[src/rtl/clk_div_pkg.sv]
package clk_div_pkg;

  // Strobes from control to datapath
  typedef struct packed {
    logic capture;      // load config registers and restart counter
    logic takeDefaults; // use built-in defaults instead of inputs
  } divStrobe_t;

endpackage

[src/rtl/clk_div_ctrl.sv]
module clk_div_ctrl
  import clk_div_pkg::*;
(
  input  logic       rst,
  input  logic       loadStrobe,
  output divStrobe_t strb
);

  // Reset has priority over a user load in the same cycle
  always_comb begin
    strb.takeDefaults = rst;
    strb.capture      = rst | loadStrobe;
  end

endmodule

[src/rtl/clk_div_dp.sv]
module clk_div_dp
  import clk_div_pkg::*;
#(
  parameter int CNT_W    = 8,
  parameter int DEF_DIV  = 2,
  parameter int DEF_HIGH = 1,
  parameter int DEF_INIT = 0
) (
  input  logic             clk,
  input  divStrobe_t       strb,
  input  logic [CNT_W-1:0] divisorIn,
  input  logic [CNT_W-1:0] highCyclesIn,
  input  logic [CNT_W-1:0] initCountIn,
  output logic             divClkOut
);

  localparam logic [CNT_W-1:0] ONE  = CNT_W'(1);
  localparam logic [CNT_W-1:0] TWO  = CNT_W'(2);
  localparam logic [CNT_W-1:0] ZERO = '0;

  logic [CNT_W-1:0] divReg, highReg, cntReg;
  logic [CNT_W-1:0] srcDiv, srcHigh, srcInit;
  logic [CNT_W-1:0] effDiv, startCnt, wrapCnt;
  logic [CNT_W-1:0] nextCnt, nextHigh;
  logic             nextUnity, nextOut;

  // Source of new configuration
  always_comb begin
    srcDiv  = strb.takeDefaults ? CNT_W'(DEF_DIV)  : divisorIn;
    srcHigh = strb.takeDefaults ? CNT_W'(DEF_HIGH) : highCyclesIn;
    srcInit = strb.takeDefaults ? CNT_W'(DEF_INIT) : initCountIn;
    effDiv  = (srcDiv < TWO) ? ONE : srcDiv;
    startCnt = srcInit % effDiv;
  end

  // Free-running count with wrap at divisor-1
  always_comb begin
    wrapCnt = (cntReg == divReg - ONE) ? ZERO : cntReg + ONE;
  end

  // Select next state: restart on capture, else advance
  always_comb begin
    if (strb.capture) begin
      nextCnt   = startCnt;
      nextHigh  = srcHigh;
      nextUnity = (effDiv == ONE);
    end else begin
      nextCnt   = wrapCnt;
      nextHigh  = highReg;
      nextUnity = (divReg == ONE);
    end
    nextOut = nextUnity | (nextCnt < nextHigh);
  end

  always_ff @(posedge clk) begin
    if (strb.capture) begin
      divReg  <= effDiv;
      highReg <= srcHigh;
    end
    cntReg    <= nextCnt;
    divClkOut <= nextOut;
  end

endmodule

[src/rtl/clk_div_top.sv]
module clk_div_top
  import clk_div_pkg::*;
#(
  parameter int CNT_W    = 8,
  parameter int DEF_DIV  = 2,
  parameter int DEF_HIGH = 1,
  parameter int DEF_INIT = 0
) (
  input  logic             clk,
  input  logic             rst,
  input  logic             loadStrobe,
  input  logic [CNT_W-1:0] divisorIn,
  input  logic [CNT_W-1:0] highCyclesIn,
  input  logic [CNT_W-1:0] initCountIn,
  output logic             divClkOut
);

  divStrobe_t strb;

  clk_div_ctrl ctrl_i (
    .rst        (rst),
    .loadStrobe (loadStrobe),
    .strb       (strb)
  );

  clk_div_dp #(
    .CNT_W    (CNT_W),
    .DEF_DIV  (DEF_DIV),
    .DEF_HIGH (DEF_HIGH),
    .DEF_INIT (DEF_INIT)
  ) dp_i (
    .clk          (clk),
    .strb         (strb),
    .divisorIn    (divisorIn),
    .highCyclesIn (highCyclesIn),
    .initCountIn  (initCountIn),
    .divClkOut    (divClkOut)
  );

endmodule

[config.mk]
export PLATFORM = sky130hd
export DESIGN_NAME = clk_div_top
export DESIGN_NICKNAME = d
export VERILOG_FILES = /design/src/rtl/clk_div_pkg.sv /design/src/rtl/clk_div_ctrl.sv /design/src/rtl/clk_div_dp.sv /design/src/rtl/clk_div_top.sv
export SDC_FILE = /design/constraint.sdc
export NUM_CORES = 1
export LEC_CHECK = 0
export ABC_CLOCK_PERIOD_IN_PS = 16200
export BUFFER_PORTS_ARGS = -buffer_cell sky130_fd_sc_hd__buf_4
export CAP_MARGIN = 20
export CORE_MARGIN = 2
export CORE_UTILIZATION = 56
export DETAILED_ROUTE_END_ITERATION = 12
export PLACE_DENSITY = 0.78
export RECOVER_POWER = 25
export SLEW_MARGIN = 20
export SYNTH_ARGS = -nofsm -noshare
export SYNTH_HDL_FRONTEND = slang
export SYNTH_HIERARCHICAL = 1
export SYNTH_SLANG_ARGS = --single-unit
[constraint.sdc]
create_clock -name clk -period 16.2 [get_ports clk]
set_input_delay 3.24 -clock clk [delete_from_list [all_inputs] [get_ports clk]]
set_output_delay 3.24 -clock clk [all_outputs]
set_load 0.03 [all_outputs]
==> results.ini <==
[run_status]
status=complete, no violations

[min_path]
min_path_type=register to register
hold_path_depth=2

[finish]
num_antenna_cells=0
layout-drive-gt1-share_pct=18.14
area_growth_pct=12.23
final_nets=540

[sta]
setup_viol=0
worst_slew_pin_slew_ns=0.6684
fin_crit_sh_pct=95.86
relSlewSlack_pct=54.87
max_freq_mhz=64.40
maxSlewViolCount=0
finalHoldViolations=0
finalSetupTns_ns=0
clock_skew_ns=0.007705
post-route-min-period_ns=15.53

[route]
dr_total_vias=3388
drc_errors=0
drt-total-wl_mm=9.060
ant_nets=0
wl_per_cell_um=16.84
viasPerCell=6.297
first_pass_iters=4
drt_iter0_markers=343

[global_route]
grt_pass1_vias=3396
antenna_found_initial=0
groute.usage.overall_pct=26.14
grt_pass1_wl_mm=15.41
grt_overflow_total=0
grt_max_degree=24

[critical_path]
crit_arrival_ns=15.74
rrSetupSlack_ns=12.46
crit_type=primary input to register
crit_fanout=9
worstSetupStartpoint=divisorIn[7]
reg2reg_depth=14
slowest_delay_ns=0.44
cp-start-kind=primary input
cpMostUsedCell=ha_1
timing.critical_path.to=dp_i/divClkOut
cpMaxStageDelayCell=a2111oi_1
end_kind=register
worstPathRequired_ns=16.41
r2r_end=dp_i/divClkOut
r2r_start=dp_i/divReg[0]

[logic_synthesis]
seq_area_frac_synth_pct=16.54
yosys_warnings=6
synthTopCellsByCount=ha_1 (48), nor2_1 (36), inv_1 (33)
yosys.area.top_type_share_pct=17.11
synth_edf_count=8
yosys-top-cells-area=ha_1 (17%), dfxtp_1 (9.7%), edfxtp_1 (6.8%), nor2_1 (3.9%), mux2_2 (3.9%)
synth.avg_cell_area_sq_um=8.124
syn_area_sq_um=3510
synth_top_family_by_area=compound AO/OA/AOI/OAI gates
synth_ff_type=dfxtp_1
syn-num-nets=508
synth_compound_area_share_pct=27.66
synthXorXnorAreaFrac_pct=6.738
synthMuxAreaShare_pct=5.847
syn_inst=432
synth.distinct_cells=72
yosys.area.top_type=ha_1
synth-seq-cells=25
synth-simple-area-share_pct=20.64
synthArstFlopShare_pct=0
synth.most_common_cell=ha_1
yosys.area_share.adder_pct=17.68

[floorplanning]
initial_core_util_pct=58.58
floorplan.io_pins=28
fp-row-count=28
die_h_um=83.17
dieArea_sq_um=6916
coreArea_sq_um=5991
die-width_um=83.17

[clock_tree]
cts_hold_buf=0
clk_pin_slew_ns=0.09
numCtsBuffers=3
ctsHtreeMaxLevel=1
cts_tree=yes
cts.sinks=25
clockBufferDepth=2
clkLatencyLatePin_ns=0.27
cts_root_buf=clkbuf_8

[power_and_ir_drop]
report.power.total_w=0.0009096
p_leak_nw=1.782
p_per_area_nw_per_um2=230.9
ir_drop_uv=184.3

[placed_design]
numPortBuffers=27
place.gp.congestion=0.9287
post-dp-hpwl_mm=7.249

[flow_run]
cap_violations=0

[placed cells by master (no fill, tap or decap), types with 3 or more instances in the layout]
cell       n
a221o_1    3
a31oi_1    4
edfxtp_1   8
nor4_1     5
and2_1     4
nand2_1   21
buf_4     36
a21oi_2    3
xor2_1    15
o21a_1    11
nor2b_1   11
a22oi_1    8
mux2_2    12
and4_1     3
nand3_1   10
nor2_1    36
or2_2      4
a211oi_1   5
ha_1      48
nor3_1    15
mux2i_1    7
clkbuf_8   3
a21o_1     6
o21ai_0   15
and3_1     4
or3_1      3
dfxtp_1   17
a31o_2     4
a21oi_1   17
nand2b_1  12
o211ai_1   8
inv_1     33
xnor2_1   12
[metal layers]
metal	track usage, %	vias to the layer above	share of wire (%)
li1	-	1691	-
met1	35.60	1595	45
met2	43.84	94	48
met3	3.777	8	5.4
met4	5.812	0	1.1
met5	0	-	0
[cell type report]
cell class,instances,area [sq um]
Multi-Input combinational cell,363,2816
Clock buffer,3,41.29
Timing Repair Buffer,37,274.0
Clock inverter,1,5.005
Fill cell,515,2052
Tap cell,75,93.84
Sequential cell,25,580.6
Inverter,34,127.6
[flip-flops by register name, summed over array words and instances (netlist names)]
signal          flops
dp_i/cntReg         8
dp_i/divReg         8
dp_i/divClkOut      1
dp_i/highReg        8
[power by group]
group | leakage [nW] | internal [W] | switching (W) | total, W
combinational | 1.53 | 0.000364 | 0.000407 | 0.000770
sequential | 0.226 | 0.0000849 | 0.0000178 | 0.000103
clock | 0.0255 | 0.0000172 | 0.0000191 | 0.0000363
total | 1.78 | 0.000466 | 0.000443 | 0.000910
[through the flow]
step	area [sq um]	std cells	setup WS [ns]	hold WS [ns]	utilization, %
2_1_floorplan	3510	432	0.3725	0.4459	-
3_3_place_gp	3837	534	0.2205	0.4643	64.06
3_5_place_dp	3837	534	-0.1349	0.4750	64.06
4_1_cts	3884	538	0.1028	0.4855	64.83
5_1_grt	3939	538	-0.1323	0.4979	65.75
6_report	3939	538	0.6714	0.4848	65.75
[worst max-delay path, delay by kind of cell]
kind                     cells  cell delay, ns
adder cells (fa/ha/maj)      9            2.64
buffers and inverters        3            0.50
multiplexers                 2            0.65
AND/OR/NAND/NOR             12            2.75
AO/OA/AOI/OAI               28            5.92
[cell families after synthesis]
logic type,count (synthesis)
AND/OR/NAND/NOR,138
AO/OA/AOI/OAI,130
adder cells (fa/ha/maj),49
buffers and inverters,44
XOR/XNOR,27
flip-flops,25
multiplexers,19
[worst min path at each step]
| stage | startpoint | to | slack, ns |
|---|---|---|---|
| finish | dp_i/highReg[0] | dp_i/highReg[0] | 0.48 |
| global route | dp_i/highReg[0] | dp_i/highReg[0] | 0.50 |
| CTS | dp_i/highReg[0] | dp_i/highReg[0] | 0.49 |
| floorplan | dp_i/highReg[0] | dp_i/highReg[0] | 0.45 |
| global placement | dp_i/highReg[1] | dp_i/highReg[1] | 0.46 |
| detailed placement | dp_i/highReg[2] | dp_i/highReg[2] | 0.48 |
[what timing repair did]
| action | in CTS | in global routing |
|---|---|---|
| setup endpoints to repair | 0 | 1 |
| setup buffers | 0 | 0 |
| resized for setup | 0 | 16 |
(Power assumes the default switching activity.)
